<file path="src/rtl/pit_pkg.sv">
package pit_pkg;

  typedef enum logic [2:0] {
    MODE_TC_FLAG   = 3'd0,
    MODE_ONESHOT   = 3'd1,
    MODE_RATE      = 3'd2,
    MODE_SQUARE    = 3'd3,
    MODE_SW_STROBE = 3'd4,
    MODE_HW_STROBE = 3'd5
  } pit_mode_e;

  // Codes above 5 drop their top bit: 6 -> 2, 7 -> 3.
  function automatic pit_mode_e fold_mode(input logic [2:0] code);
    logic [2:0] folded;
    folded = (code > 3'd5) ? (code & 3'b011) : code;
    return pit_mode_e'(folded);
  endfunction

endpackage

</file>
<file path="src/rtl/pit_gate_edge.sv">
module pit_gate_edge (
  input  logic clk,
  input  logic rst_n,
  input  logic gate_i,
  output logic rise_o
);

  logic gate_q;

  always_ff @(posedge clk) begin
    if (!rst_n) gate_q <= 1'b0;
    else        gate_q <= gate_i;
  end

  assign rise_o = gate_i & ~gate_q;

  // A rising edge needs gate low in the sampled cycle before, so two in a row are impossible.
  assert_rise_single_R5: assert property (@(posedge clk) disable iff (!rst_n)
    rise_o |=> !rise_o);

endmodule

</file>
<file path="src/rtl/pit_decrement.sv">
module pit_decrement #(
  parameter  int DIGITS = 4,
  localparam int CNT_W  = 4 * DIGITS
) (
  input  logic [CNT_W-1:0] val_i,
  input  logic             bcd_i,
  output logic [CNT_W-1:0] dec_o
);

  logic [DIGITS:0]    borrow;
  logic [CNT_W-1:0]   dec_dec;
  logic [DIGITS-1:0]  in_ok;
  logic [DIGITS-1:0]  out_ok;

  assign borrow[0] = 1'b1;

  for (genvar i = 0; i < DIGITS; i++) begin : g_digit
    logic [3:0] d;
    assign d              = val_i[4*i +: 4];
    assign borrow[i+1]    = borrow[i] & (d == 4'd0);
    assign dec_dec[4*i +: 4] = !borrow[i] ? d : ((d == 4'd0) ? 4'd9 : d - 4'd1);
    assign in_ok[i]       = (d <= 4'd9);
    assign out_ok[i]      = (dec_dec[4*i +: 4] <= 4'd9);
  end

  assign dec_o = bcd_i ? dec_dec : (val_i - CNT_W'(1));

  // valid decimal digits in must give valid decimal digits out.
  always_comb begin
    if (bcd_i && (&in_ok)) begin
      assert_bcd_digits_R2: assert (&out_ok);
    end
  end

endmodule

</file>
<file path="src/rtl/pit_half.sv">
module pit_half #(
  parameter  int DIGITS = 4,
  localparam int CNT_W  = 4 * DIGITS
) (
  input  logic [CNT_W-1:0] val_i,
  input  logic             bcd_i,
  output logic [CNT_W-1:0] half_o
);

  logic [CNT_W-1:0] half_bin;
  logic [CNT_W-1:0] half_dec;
  logic             is_zero;

  assign is_zero  = (val_i == '0);
  assign half_bin = val_i >> 1;

  for (genvar i = 0; i < DIGITS; i++) begin : g_digit
    logic [3:0] d;
    logic       carry_five;
    assign d = val_i[4*i +: 4];
    if (i == DIGITS - 1) begin : g_top
      assign carry_five = 1'b0;
    end else begin : g_mid
      assign carry_five = val_i[4*(i+1)];
    end
    assign half_dec[4*i +: 4] = {1'b0, d[3:1]} + (carry_five ? 4'd5 : 4'd0);
  end

  // A zero period stands for the full range, so its half is the top weight.
  always_comb begin
    if (!is_zero)   half_o = bcd_i ? half_dec : half_bin;
    else if (bcd_i) half_o = {4'd5, {(CNT_W-4){1'b0}}};
    else            half_o = {1'b1, {(CNT_W-1){1'b0}}};
  end

endmodule

</file>
<file path="src/rtl/pit_channel.sv">
module pit_channel
  import pit_pkg::*;
#(
  parameter  int DIGITS = 4,
  localparam int CNT_W  = 4 * DIGITS
) (
  input  logic             clk,
  input  logic             rst_n,
  input  logic             gate,
  input  logic             cfg_wr,
  input  logic [2:0]       cfg_mode,
  input  logic             cfg_bcd,
  input  logic             cnt_wr,
  input  logic [CNT_W-1:0] cnt_val,
  output logic             out,
  output logic [CNT_W-1:0] count
);

  pit_mode_e        mode_q, mode_n;
  logic             bcd_q, bcd_n;
  logic [CNT_W-1:0] reload_q, reload_n;
  logic [CNT_W-1:0] period_q, period_n;
  logic [CNT_W-1:0] cnt_q, cnt_n;
  logic             out_q, out_n;
  logic             run_q, run_n;

  logic             gate_rise;
  logic [CNT_W-1:0] dec_val;
  logic             at_end;
  logic [CNT_W-1:0] sq_period, sq_next, sq_half;
  logic             sq_out;
  logic             strobe_mode, gated_mode, count_en;
  logic             write_starts, trig;
  logic [CNT_W-1:0] load_src;
  pit_mode_e        cfg_folded;

  pit_gate_edge u_edge (
    .clk    (clk),
    .rst_n  (rst_n),
    .gate_i (gate),
    .rise_o (gate_rise)
  );

  pit_decrement #(.DIGITS(DIGITS)) u_dec (
    .val_i (cnt_q),
    .bcd_i (bcd_q),
    .dec_o (dec_val)
  );

  assign at_end    = (dec_val == '0);
  assign sq_period = at_end ? reload_q : period_q;
  assign sq_next   = at_end ? reload_q : dec_val;

  pit_half #(.DIGITS(DIGITS)) u_half (
    .val_i  (sq_period),
    .bcd_i  (bcd_q),
    .half_o (sq_half)
  );

  assign sq_out      = (sq_next == '0) || (sq_next > sq_half);
  assign cfg_folded  = fold_mode(cfg_mode);
  assign strobe_mode = (mode_q == MODE_RATE) || (mode_q == MODE_SW_STROBE) ||
                       (mode_q == MODE_HW_STROBE);
  assign gated_mode  = (mode_q == MODE_TC_FLAG) || (mode_q == MODE_RATE) ||
                       (mode_q == MODE_SQUARE) || (mode_q == MODE_SW_STROBE);
  assign count_en    = gated_mode ? gate : 1'b1;
  assign write_starts = cnt_wr && ((mode_q == MODE_TC_FLAG) || (mode_q == MODE_SW_STROBE) ||
                        (((mode_q == MODE_RATE) || (mode_q == MODE_SQUARE)) && !run_q));
  assign trig        = gate_rise && ((mode_q == MODE_ONESHOT) || (mode_q == MODE_HW_STROBE));
  assign load_src    = cnt_wr ? cnt_val : reload_q;

  always_comb begin
    mode_n   = mode_q;
    bcd_n    = bcd_q;
    reload_n = reload_q;
    period_n = period_q;
    cnt_n    = cnt_q;
    out_n    = out_q;
    run_n    = run_q;
    if (strobe_mode && !out_q) out_n = 1'b1;
    if (cfg_wr) begin
      mode_n = cfg_folded;
      bcd_n  = cfg_bcd;
      run_n  = 1'b0;
      out_n  = (cfg_folded != MODE_TC_FLAG);
    end else if (write_starts) begin
      reload_n = cnt_val;
      period_n = cnt_val;
      cnt_n    = cnt_val;
      run_n    = 1'b1;
      out_n    = (mode_q != MODE_TC_FLAG);
    end else begin
      if (cnt_wr) reload_n = cnt_val;
      if (trig) begin
        cnt_n    = load_src;
        period_n = load_src;
        run_n    = 1'b1;
        out_n    = (mode_q != MODE_ONESHOT);
      end else if (run_q && count_en) begin
        case (mode_q)
          MODE_TC_FLAG: begin
            cnt_n = dec_val;
            if (at_end) out_n = 1'b1;
          end
          MODE_ONESHOT: begin
            cnt_n = dec_val;
            if (at_end) begin
              out_n = 1'b1;
              run_n = 1'b0;
            end
          end
          MODE_RATE: begin
            cnt_n    = sq_next;
            period_n = sq_period;
            if (at_end) out_n = 1'b0;
          end
          MODE_SQUARE: begin
            cnt_n    = sq_next;
            period_n = sq_period;
            out_n    = sq_out;
          end
          MODE_SW_STROBE, MODE_HW_STROBE: begin
            cnt_n = dec_val;
            if (at_end) begin
              out_n = 1'b0;
              run_n = 1'b0;
            end
          end
          default: cnt_n = cnt_q;
        endcase
      end
    end
  end

  always_ff @(posedge clk) begin
    if (!rst_n) begin
      mode_q   <= MODE_TC_FLAG;
      bcd_q    <= 1'b0;
      reload_q <= '0;
      period_q <= '0;
      cnt_q    <= '0;
      out_q    <= 1'b1;
      run_q    <= 1'b0;
    end else begin
      mode_q   <= mode_n;
      bcd_q    <= bcd_n;
      reload_q <= reload_n;
      period_q <= period_n;
      cnt_q    <= cnt_n;
      out_q    <= out_n;
      run_q    <= run_n;
    end
  end

  assign out   = out_q;
  assign count = cnt_q;

  // Strobe lows last exactly one clock.
  assert_strobe_one_clk_R7: assert property (@(posedge clk) disable iff (!rst_n)
    (strobe_mode && !out_q && !cfg_wr && (period_q != CNT_W'(1))) |=> out_q);

  // Terminal-count flag stays set until a write.
  assert_flag_sticky_R3: assert property (@(posedge clk) disable iff (!rst_n)
    ((mode_q == MODE_TC_FLAG) && out_q && !cfg_wr && !cnt_wr) |=> out_q);

  // Gate low freezes the counter in level-gated modes.
  assert_gate_hold_R4: assert property (@(posedge clk) disable iff (!rst_n)
    (gated_mode && run_q && !gate && !cfg_wr && !cnt_wr) |=> $stable(count));

  // A low one-shot output always belongs to a running count.
  assert_pulse_running_R5: assert property (@(posedge clk) disable iff (!rst_n)
    ((mode_q == MODE_ONESHOT) && !out_q) |-> run_q);

endmodule

</file>
<file path="config.mk">
export PLATFORM = sky130hd
export DESIGN_NAME = pit_channel
export DESIGN_NICKNAME = d
export VERILOG_FILES = /design/src/rtl/pit_pkg.sv /design/src/rtl/pit_gate_edge.sv /design/src/rtl/pit_decrement.sv /design/src/rtl/pit_half.sv /design/src/rtl/pit_channel.sv
export SDC_FILE = /design/constraint.sdc
export NUM_CORES = 1
export LEC_CHECK = 0
export ABC_CLOCK_PERIOD_IN_PS = 13000
export BUFFER_PORTS_ARGS = -buffer_cell sky130_fd_sc_hd__buf_2
export CAP_MARGIN = 20
export CORE_AREA = 2 2 126 91
export DETAILED_ROUTE_END_ITERATION = 12
export DIE_AREA = 0 0 128 93
export SLEW_MARGIN = 20
export SYNTH_ARGS = -nofsm -noshare
export SYNTH_HDL_FRONTEND = slang
export SYNTH_SLANG_ARGS = --single-unit
export TNS_END_PERCENT = 20
</file>
<file path="constraint.sdc">
create_clock -name clk -period 13 [get_ports clk]
set_input_delay 1.95 -clock clk [delete_from_list [all_inputs] [get_ports clk]]
set_output_delay 1.95 -clock clk [all_outputs]
set_load 0.1 [all_outputs]
</file>
==> flow_metrics.env <==
export IMPL_ios=42
export IMPL_fp_dieArea_um2=11900
export IMPL_track_usage_pct=26.8
export IMPL_synth_seq_cells=55
export IMPL_power_density_nw_per_um2=135
export IMPL_worst_path_largest_cell_delay_ps=680
export IMPL_grt_max_degree=58
export IMPL_worst_slew_pin_slew_ps=1010
export IMPL_worstPathArrival_ps=6170
export IMPL_vdd_drop_max_mv=0.0523
export IMPL_firstDrtPassIters=5
export IMPL_clock_path_buffers=2
export IMPL_grt_ovfl_total=0
export IMPL_setup_tns_ps=0
export IMPL_wl_mm=15.9
export IMPL_reg2reg_slack_ps=7030
export IMPL_wire_per_inst_um=21.0
export IMPL_final_cell_mix="94 x nand2_1, 55 x dfxtp_1, 42 x nor2_1, 41 x buf_2, 28 x ha_1"
export IMPL_p_leak_nw=2.00
export IMPL_antenna_found_initial=0
export IMPL_routabilityCongestion=0.981
export IMPL_p_total_w=0.000685
export IMPL_vias_per_cell=6.44
export IMPL_crit_path_frequent_cell="ha_1"
export IMPL_hold_class="reg2reg"
export IMPL_min_to="period_q[15]"
export IMPL_path_max_fanout=40
export IMPL_ys_top_cells_by_area="dfxtp_1 23%, nand2_1 7.5%, ha_1 7.5%, nor2_1 3.4%, o211ai_1 3.0%"
export IMPL_maxSlewHeadroom_pct=32.3
export IMPL_vias=4898
export IMPL_post_cts_buffers=0
export IMPL_reg2reg_depth=23
export IMPL_synth_edf_count=0
export IMPL_cap_violations=0
export IMPL_fp_dieH_um=93
export IMPL_cts_resized=0
export IMPL_finalHoldViolCount=0
export IMPL_rr_endpoint="out"
export IMPL_hp_start="period_q[15]"
export IMPL_root_buffer="clkbuf_16"
export IMPL_period_share_pct=45.9
export IMPL_syn_area_per_cell_um2=7.65
export IMPL_endpoint_kind="flip-flop"
export IMPL_numPortBuffers=41
export IMPL_final_common_cell="nand2_1"
export IMPL_synth_main_ff_cell="dfxtp_1"
export IMPL_worstHoldPathCells=2
export IMPL_critPathSlowestCell="a311oi_1"
export IMPL_drt_iter0_markers=494
export IMPL_drc=0
export IMPL_fmax_ghz=0.168
export IMPL_cts_clk_slew_worst_paths_ps=80
export IMPL_synth_cells=614
export IMPL_nets=676
export IMPL_worstPathCellList="inv_1, ha_1, or3b_2, mux2i_1, a311oi_1, nand4bb_1, nor4_4, buf_4, mux2_2, ha_1, ha_1, xor2_1, o21ai_0, a31o_1, ha_1, a21oi_1, o22ai_1, o211ai_1, a21oi_1, nor3_1, o21ai_0, a211oi_1, nor2_1"
export IMPL_finalClockSkew_ps=5.45
export IMPL_yosysTopAreaCellShare_pct=23.4
export IMPL_yosysWarningCount=0
export IMPL_cts_num_sinks=55
export IMPL_fin_util_pct=47.3
export IMPL_rows=32
export IMPL_grt_first_pass_wirelength_mm=24.8
export IMPL_reg2reg_from="count[0]"
export IMPL_yosys_area_top_type="dfxtp_1"
export IMPL_insertion_delay_ps=310
export IMPL_area_delta_synth_final_pct=8.18
export IMPL_rsz0062_at_grt="no"
export IMPL_drive_above_1_share_pct=12.8
export IMPL_drv_slew=0
export IMPL_outcome="complete, no violations"
export IMPL_synth_cell_types=73
export IMPL_async_reset_ff_share_pct=0
export IMPL_fin_crit_ps=5970
export IMPL_startpoint_type="flip-flop"
export IMPL_synth_area_um2=4700
export IMPL_dp_hpwl_mm=11.9
export IMPL_path_class="reg2reg"
export IMPL_core_area_um2=10700
export IMPL_htreeDepth=2
export IMPL_syn_nets=667
export IMPL_cts_hold_buf=0
export IMPL_cts_buffers=5
export IMPL_cts_tree="built"
export IMPL_synth_seq_area_share_pct=23.4
export IMPL_grt_pass1_vias=4474
export IMPL_initial_core_util_pct=43.8
export IMPL_setup_viol=0
export IMPL_worstPathRequired_ps=13200
export IMPL_die_x_um=128
export IMPL_ant_nets=0
export IMPL_nFillCells=1123
export IMPL_n_antenna_cell=0
worst max-delay path by stage:
stage                         from  endpoint  slack [ps]  cells past startpoint
final                     count[0]       out        7030                     23
after global routing      count[0]       out        6680                     23
after CTS                 count[0]       out        7060                     23
after detailed placement  count[0]       out        7070                     23
after global placement    count[0]       out        7080                     23
after floorplan           count[1]       out        7530                     24
metal layers:
metal,GRT usage (%),routed length [um],vias to the layer above
met5,0,0,-
met4,7.05,309,0
met3,5.55,1690,24
met2,38.0,6340,242
met1,40.6,7590,2329
li1,-,-,2303
area by class of cell:
type	count	area, um2	area share (%)
clock buffers	5	125	2.46
repair buffers	45	235	4.63
clock inverters	3	50.0	0.985
multi-input cells	503	3350	65.9
well taps	136	170	3.35
inverters	13	48.8	0.961
flip-flops and latches	55	1100	21.7
cell families (layout without fill, tap and decap cells):
logic type | Yosys count | count (layout) | share of synthesized area (%)
fa+ha+maj | 28 | 28 | 7.46
xor+xnor | 8 | 8 | 1.49
simple gates | 268 | 268 | 30.1
flops | 55 | 55 | 23.4
compound gates | 181 | 181 | 28.2
buf+inv | 56 | 66 | 5.38
mux | 18 | 18 | 3.97
registers in the layout, indices dropped and copies added, names as in the netlist:
signal,flops
mode_q,3
u_edge.gate_q,1
count,16
out,1
period_q,16
bcd_q,1
reload_q,16
run_q,1
critical path: cells and delay by family (launching register included):
kind,cells,cell delay (ps)
compound gates,9,1820
xor+xnor,1,110
fa+ha+maj,4,950
buf+inv,2,570
flops,1,430
mux,2,580
simple gates,5,1370
Yosys cell counts, drive strengths merged (12+ instances only):
library cell  number
a21boi            22
nor3              17
nor4              14
nor2              42
dfxtp             55
inv               13
o2bb2ai           12
clkbuf            32
nand2             94
ha                28
o21ai             32
mux2i             13
and2              15
o211ai            19
a22o              12
a21oi             20
nand3             24
per-stage QoR:
stage	cell area (um2)	cells	worst slack (ps)	hold WS, ps
finish	5080	760	7030	492
CTS	5080	760	7060	487
global placement	4900	752	7080	476
detailed placement	4900	752	7070	475
floorplan	4700	614	7530	447
global route	5080	760	6680	513
report_power, final:
part / total [W] / internal (W) / switching, W
Combinational: 0.000310 / 0.000107 / 0.000203
Sequential: 0.000209 / 0.000180 / 0.0000287
Clock: 0.000167 / 0.0000933 / 0.0000735
Total: 0.000685 / 0.000380 / 0.000305
Note: power is estimated with default switching activity, not from simulation.
